--- config.mk ---
export PLATFORM = sky130hd
export DESIGN_NAME = llw_load_unit
export DESIGN_NICKNAME = d
export VERILOG_FILES = /design/src/rtl/llw_pkg.sv /design/src/rtl/llw_addr_gen.sv /design/src/rtl/llw_word_steer.sv /design/src/rtl/llw_ctrl.sv /design/src/rtl/llw_load_unit.sv
export SDC_FILE = /design/constraint.sdc
export NUM_CORES = 1
export LEC_CHECK = 0
export BUFFER_PORTS_ARGS = -buffer_cell sky130_fd_sc_hd__buf_4
export CAP_MARGIN = 20
export CORE_MARGIN = 1
export CORE_UTILIZATION = 46
export CTS_BUF_LIST = sky130_fd_sc_hd__clkbuf_16
export DETAILED_ROUTE_END_ITERATION = 16
export HOLD_SLACK_MARGIN = 0.05
export PLACE_DENSITY = 0.77
export SKIP_LAST_GASP = 1
export SLEW_MARGIN = 0
export SYNTH_ARGS = -nofsm -noshare
export SYNTH_HDL_FRONTEND = slang
export SYNTH_SLANG_ARGS = --single-unit
--- constraint.sdc ---
create_clock -name clk -period 2.6 [get_ports clk]
set_input_delay 0.39 -clock clk [delete_from_list [all_inputs] [get_ports clk]]
set_output_delay 0.39 -clock clk [all_outputs]
set_load 0.03 [all_outputs]
--- src/rtl/llw_pkg.sv ---
package llw_pkg;
  typedef enum logic [1:0] {
    ST_IDLE  = 2'd0,
    ST_ISSUE = 2'd1,
    ST_WAIT  = 2'd2
  } llw_state_e;
endpackage

--- src/rtl/llw_addr_gen.sv ---
module llw_addr_gen #(
  parameter int XLEN    = 64,
  parameter int OFF_W   = 9,
  parameter int ALIGN_W = 2,
  parameter int BIDX_W  = 3
) (
  input  logic [XLEN-1:0]  base,
  input  logic [OFF_W-1:0] offset,
  input  logic             rev_endian,
  output logic [XLEN-1:0]  ea,
  output logic             misaligned,
  output logic [XLEN-1:0]  paddr
);
  localparam int LANE_W = BIDX_W - ALIGN_W;

  logic [XLEN-1:0]   off_ext;
  logic [BIDX_W-1:0] low_flip;

  always_comb begin
    off_ext    = {{(XLEN-OFF_W){offset[OFF_W-1]}}, offset};
    ea         = base + off_ext;
    misaligned = |ea[ALIGN_W-1:0];
    low_flip   = {{LANE_W{rev_endian}}, {ALIGN_W{1'b0}}};
    paddr      = {ea[XLEN-1:BIDX_W], ea[BIDX_W-1:0] ^ low_flip};
  end
endmodule

--- src/rtl/llw_word_steer.sv ---
module llw_word_steer #(
  parameter int XLEN   = 64,
  parameter int WORD_W = 32
) (
  input  logic [XLEN-1:0]                    dword,
  input  logic [$clog2(XLEN/WORD_W)-1:0]     lane_sel,
  output logic [XLEN-1:0]                    value
);
  localparam int NLANE = XLEN / WORD_W;

  logic [WORD_W-1:0] lanes [NLANE];
  logic [WORD_W-1:0] word;

  for (genvar g = 0; g < NLANE; g++) begin : g_lane
    assign lanes[g] = dword[g*WORD_W +: WORD_W];
  end

  always_comb begin
    word  = lanes[lane_sel];
    value = {{(XLEN-WORD_W){word[WORD_W-1]}}, word};
  end
endmodule

--- src/rtl/llw_ctrl.sv ---
module llw_ctrl
  import llw_pkg::*;
(
  input  logic clk,
  input  logic rst_n,
  input  logic req_valid,
  input  logic misaligned,
  input  logic mem_req_ready,
  input  logic mem_rsp_valid,
  output logic req_ready,
  output logic cap_en,
  output logic err_en,
  output logic mem_req_valid,
  output logic rsp_en
);
  llw_state_e state_q, state_d;
  logic       fire;

  always_comb begin
    req_ready     = (state_q == ST_IDLE);
    fire          = req_valid && req_ready;
    cap_en        = fire && !misaligned;
    err_en        = fire && misaligned;
    mem_req_valid = (state_q == ST_ISSUE);
    rsp_en        = (state_q == ST_WAIT) && mem_rsp_valid;
    state_d       = state_q;
    unique case (state_q)
      ST_IDLE:  if (cap_en) state_d = ST_ISSUE;
      ST_ISSUE: if (mem_req_ready) state_d = ST_WAIT;
      ST_WAIT:  if (mem_rsp_valid) state_d = ST_IDLE;
      default:  state_d = ST_IDLE;
    endcase
  end

  always_ff @(posedge clk or negedge rst_n) begin
    if (!rst_n) state_q <= ST_IDLE;
    else        state_q <= state_d;
  end

  // a read request waits in place until the memory takes it
  a_r8_issue_hold: assert property (@(posedge clk) disable iff (!rst_n)
    (state_q == ST_ISSUE && !mem_req_ready) |=> (state_q == ST_ISSUE));

  // the unit leaves idle only through an aligned acceptance
  a_r7_busy_entry: assert property (@(posedge clk) disable iff (!rst_n)
    (state_q == ST_IDLE && !cap_en) |=> (state_q == ST_IDLE));
endmodule

--- src/rtl/llw_load_unit.sv ---
module llw_load_unit #(
  parameter int XLEN   = 64,
  parameter int WORD_W = 32,
  parameter int OFF_W  = 9,
  parameter int RIDX_W = 5
) (
  input  logic              clk,
  input  logic              rst_n,
  input  logic              cfg_big_endian,
  input  logic              cfg_reverse_endian,
  input  logic              req_valid,
  output logic              req_ready,
  input  logic [XLEN-1:0]   req_base,
  input  logic [OFF_W-1:0]  req_offset,
  input  logic [RIDX_W-1:0] req_rd,
  output logic              mem_req_valid,
  input  logic              mem_req_ready,
  output logic [XLEN-1:0]   mem_req_addr,
  input  logic              mem_rsp_valid,
  input  logic [XLEN-1:0]   mem_rsp_data,
  output logic              wb_valid,
  output logic [RIDX_W-1:0] wb_rd,
  output logic [XLEN-1:0]   wb_data,
  output logic              link_set,
  output logic              addr_err,
  output logic [XLEN-1:0]   err_vaddr
);
  localparam int ALIGN_W = $clog2(WORD_W/8);
  localparam int BIDX_W  = $clog2(XLEN/8);
  localparam int LANE_W  = BIDX_W - ALIGN_W;

  logic [XLEN-1:0]   ea, paddr, steered;
  logic              misaligned, cap_en, err_en, rsp_en;
  logic [LANE_W-1:0] lane_now;

  logic [XLEN-1:0]   pend_addr_q;
  logic [LANE_W-1:0] pend_lane_q;
  logic [RIDX_W-1:0] pend_rd_q;
  logic              wb_valid_q, link_q, err_q;
  logic [RIDX_W-1:0] wb_rd_q;
  logic [XLEN-1:0]   wb_data_q, err_vaddr_q;

  llw_addr_gen #(
    .XLEN(XLEN), .OFF_W(OFF_W), .ALIGN_W(ALIGN_W), .BIDX_W(BIDX_W)
  ) i_addr (
    .base(req_base), .offset(req_offset), .rev_endian(cfg_reverse_endian),
    .ea(ea), .misaligned(misaligned), .paddr(paddr)
  );

  llw_ctrl i_ctrl (
    .clk(clk), .rst_n(rst_n), .req_valid(req_valid), .misaligned(misaligned),
    .mem_req_ready(mem_req_ready), .mem_rsp_valid(mem_rsp_valid),
    .req_ready(req_ready), .cap_en(cap_en), .err_en(err_en),
    .mem_req_valid(mem_req_valid), .rsp_en(rsp_en)
  );

  llw_word_steer #(.XLEN(XLEN), .WORD_W(WORD_W)) i_steer (
    .dword(mem_rsp_data), .lane_sel(pend_lane_q), .value(steered)
  );

  assign lane_now = ea[BIDX_W-1:ALIGN_W] ^ {LANE_W{cfg_big_endian}};

  always_ff @(posedge clk or negedge rst_n) begin
    if (!rst_n) begin
      pend_addr_q <= '0;
      pend_lane_q <= '0;
      pend_rd_q   <= '0;
    end else if (cap_en) begin
      pend_addr_q <= paddr;
      pend_lane_q <= lane_now;
      pend_rd_q   <= req_rd;
    end
  end

  always_ff @(posedge clk or negedge rst_n) begin
    if (!rst_n) begin
      wb_valid_q  <= 1'b0;
      link_q      <= 1'b0;
      wb_rd_q     <= '0;
      wb_data_q   <= '0;
      err_q       <= 1'b0;
      err_vaddr_q <= '0;
    end else begin
      wb_valid_q <= rsp_en;
      link_q     <= rsp_en;
      err_q      <= err_en;
      if (rsp_en) begin
        wb_rd_q   <= pend_rd_q;
        wb_data_q <= steered;
      end
      if (err_en) err_vaddr_q <= ea;
    end
  end

  assign mem_req_addr = pend_addr_q;
  assign wb_valid     = wb_valid_q;
  assign wb_rd        = wb_rd_q;
  assign wb_data      = wb_data_q;
  assign link_set     = link_q;
  assign addr_err     = err_q;
  assign err_vaddr    = err_vaddr_q;

  // an exception never coincides with a writeback or link strobe
  a_r2_err_excl: assert property (@(posedge clk) disable iff (!rst_n)
    addr_err |-> !wb_valid && !link_set);

  // a faulting request leaves the unit idle with no read outstanding
  a_r2_err_no_read: assert property (@(posedge clk) disable iff (!rst_n)
    addr_err |-> !mem_req_valid && req_ready);

  // upper half of every written value copies the word sign bit
  a_r5_sign_fill: assert property (@(posedge clk) disable iff (!rst_n)
    wb_valid |-> (wb_data[XLEN-1:WORD_W] == {(XLEN-WORD_W){wb_data[WORD_W-1]}}));

  // writeback is a single-cycle strobe following a response
  a_r6_wb_single: assert property (@(posedge clk) disable iff (!rst_n)
    wb_valid |=> !wb_valid);
  a_r6_wb_after_rsp: assert property (@(posedge clk) disable iff (!rst_n)
    wb_valid |-> $past(mem_rsp_valid));
  a_r6_link_with_wb: assert property (@(posedge clk) disable iff (!rst_n)
    link_set == wb_valid);

  // no new request accepted while a read is pending
  a_r7_ready_busy: assert property (@(posedge clk) disable iff (!rst_n)
    mem_req_valid |-> !req_ready);

  // pending read address held under back-pressure
  a_r8_addr_hold: assert property (@(posedge clk) disable iff (!rst_n)
    (mem_req_valid && !mem_req_ready) |=> mem_req_valid && $stable(mem_req_addr));
endmodule

==> impl_results.md <==
- CP arrival: 3.36 ns
- Die ar.: around 0.024 mm^2
- Cell Pwr Density: 986.6 mW/mm^2
- Status: finished, violations left
- Initial cell density of the core: a little under half
- First-pass GRT wire length: about 60 mm
- Synth Area per Inst: about 8.6 um^2
- Fin area: 0.01745 mm^2
- Hold crit path type: in2reg
- Min Clock Period, post-route: 3.033 ns
- Final GP Congestion: 0.9380
- Number of global-route vias before repair: about 12000
- Final setup vio count: 66
- Setup slack after layout: -0.4331 ns
- Via density: 5.616
- Worst-path maximum fanout: 18
- Startpoint Class: primary input
- Post-synthesis cell type count: 63
- DRT Pass-1 Iters: 6
- Total track usage: between 30% and 40%
- Final Util: 76.13%
- Slew headroom: about two fifths
- Area of the multi-input gates: between 0.007 and 0.008 mm^2
- Commonest non-fill, non-tap cell in the layout: buf_4
- Pleak: ~9 nW
- Post-Place Cell Area: between 0.015 and 0.02 mm^2
- Slowest stage delay, CP: 0.38 ns
- Cells after Synth: about 1300
- Required @ worst endpoint: 2.93 ns
- Number of synthesized flops with an enable pin: 0
- Failing checks: negative setup slack
- Crit path kind: in2reg
- Skew final: between 0.01 and 0.015 ns
- Element type at the critical path end: register
- Root buffer cell: clkbuf_16
- Filler cells: 1523
- Core area: roughly 0.023 mm^2
- Synth Warn #: 0
- Die Y: between 150 and 200 um
- Setup_tns: -14.40 ns
- Cts bufs inserted: 17
- Sequential cell area: 0.004380 mm^2
- Detail Placement HPWL: 28.93 mm
- Routed len/inst: approximately 20 um
- Initial antenna violation count: 2
- Floorplan row count: 55
- Top-level port count: 351
- Worst skew pair latency: 0.45 ns
- Clock buffer depth: 2
- DRC: 0
- VDD IR max: 851.1 uV
- Cell with the most instances on the worst path: buf_12
- First DRT Iteration DRCs: about 1100
- CTS tree: done
- Most frequent cells in the layout: buf_4, nand2_1, dfrtp_1
- Seq/Total Area, Yosys: about two fifths
- Largest net degree at the start of global routing: approximately 70
- F_max: roughly 330 MHz
- Fin crit share: 116.7%
- Slew @ Worst Pin: ~0.91 ns
- Worst-path cell chain: buf_12 -> buf_12 -> ha_1 -> nand4_1 -> or2_2 -> or3_1 -> o221ai_2 -> a2111oi_2 -> buf_4 -> o221ai_4 -> a41oi_2 -> xnor2_1 -> mux2_4
- Net count after synthesis: 1480
- Cells after DPL: roughly 2100
- Port-buffer cells: 350
- RSZ-0062 raised after global routing: yes
- DRT Wirelength: around 43 mm
- Total gr overflow: 0
- CTS sink cnt: approximately 180
- Layout cell share with drive strength beyond 1: 44.55%
- H-tree levels: 4
- Crit path max-delay cell type: ha_1
- Asr flop ratio synth: 100.0%
- Register bit total from synthesis: roughly 180
- MaxCap Viol Count: 0
- Worst-path clk slew: roughly 0.070 ns
- Final Slew Violations: 0
- Endpoints failing hold: 0
- Routed vias: roughly 12000
- ANT nets after route: 0
- Synth-to-layout area growth: 60.28%
- Nets: roughly 2000
- Die extent in x: about 160 um
- Syn Std Cell Area: approximately 0.011 mm^2
- Predominant post-synthesis flop cell: dfrtp_1
- Post-Layout Cell Count: about 2100
==> sequential cells by signal, summed over array words and instances, names as in the netlist <==
register        flops
err_vaddr          64
mem_req_addr       64
wb_data            32
pend_rd_q           5
wb_rd               5
i_ctrl.state_q      2
addr_err            1
link_set            1
pend_lane_q         1
==> per-layer routing <==
layer  up-vias  track usage, %  share of wire (%)
met2       654           55.02                 49
li1       5441               -                  -
met1      5755           38.27                 38
met4         0           17.32                5.9
met3       179           6.722                7.5
met5         -               0                  0
==> layout make-up <==
cell class,count,area share (%)
diodes,2,0.02869
clock buffers,17,2.438
clock inverters,15,0.7458
inverters,15,0.3227
multi-input cells,979,40.73
flip-flops and latches,175,25.11
well taps,313,2.245
repair buffers,626,28.39
==> final timing paths <==
kind	slack (ns)	cells after the start	end	from
max	-0.43	13	err_vaddr[62]$_DFFE_PN0P_	req_offset[8]
min	0.14	3	pend_rd_q[0]$_DFFE_PN0P_	req_rd[0]
max reg2reg	0.59	6	err_vaddr[58]$_DFFE_PN0P_	i_ctrl.state_q[1]$_DFFE_PN0P_
min reg2reg	0.48	2	mem_req_addr[12]$_DFFE_PN0P_	mem_req_addr[12]$_DFFE_PN0P_
max in group asynchronous	1.39	3	err_vaddr[34]$_DFFE_PN0P_	rst_n
min in group asynchronous	0.46	2	mem_req_addr[0]$_DFFE_PN0P_	rst_n
==> Yosys cell counts (14+ instances only) <==
cell      instances  area [um^2]
o21ai_0          76        380.4
nor2_1           25        93.84
nor3_1           20        100.1
nand4_1          17        106.4
o21bai_1         14        105.1
xnor2_1          38        332.8
ha_1             63        788.3
clkbuf_1         50        187.7
nand2_1         378         1419
xor2_1           21        183.9
inv_1            15        56.30
a21o_1           34        255.2
buf_4            35        262.8
mux2i_1          34        340.3
nand3_1          17        85.08
a21oi_1          83        415.4
dfrtp_1         175         4379
mux2_2           29        326.6
==> per-stage QoR <==
| step | power, mW | setup slack (ns) | hold slack [ns] |
|---|---|---|---|
| 2_1_floorplan | 10.33 | -0.4593 | 0.09441 |
| 6_report | 17.21 | -0.4331 | 0.1395 |
| 4_1_cts | 16.88 | -0.2503 | 0.1327 |
| 3_5_place_dp | 14.10 | -0.9430 | 0.3635 |
| 5_1_grt | 18.00 | -0.5064 | 0.1372 |
| 3_3_place_gp | 13.89 | -0.8997 | 0.3575 |
==> worst max-delay path: cells and delay by family <==
family,cells,cell delay [ns]
and+or+nand+nor,3,0.84
AOI/OAI and AO/OA,4,0.84
buffers and inverters,3,0.46
adders and majority gates,1,0.38
muxes,1,0.26
xor gates and xnor gates,1,0.16
==> timing repair <==
action,CTS,global route
hold buffers,1,0
endpoints found under the setup margin,60,70
resized for setup,109,68
endpoints found under the hold margin,47,0
pin swaps,52,66
setup buffers,29,17
cloned,1,0
==> power breakdown <==
part           leakage, nW  internal (mW)  switching (mW)
combinational         6.37           3.89            5.93
sequential            2.16           3.97           0.942
clock                0.278           1.26            1.23
total                 8.81           9.12            8.10
==> logic make-up after synthesis <==
logic type                 after synthesis  synth area share [%]
DFF                                    175                 40.23
xor gates and xnor gates                59                 4.747
buffers and inverters                  113                 5.149
muxes                                   63                 6.126
adders and majority gates               64                 7.425
AOI/OAI and AO/OA                      290                 16.95
and+or+nand+nor                        503                 19.37
(Power assumes the default switching activity.)
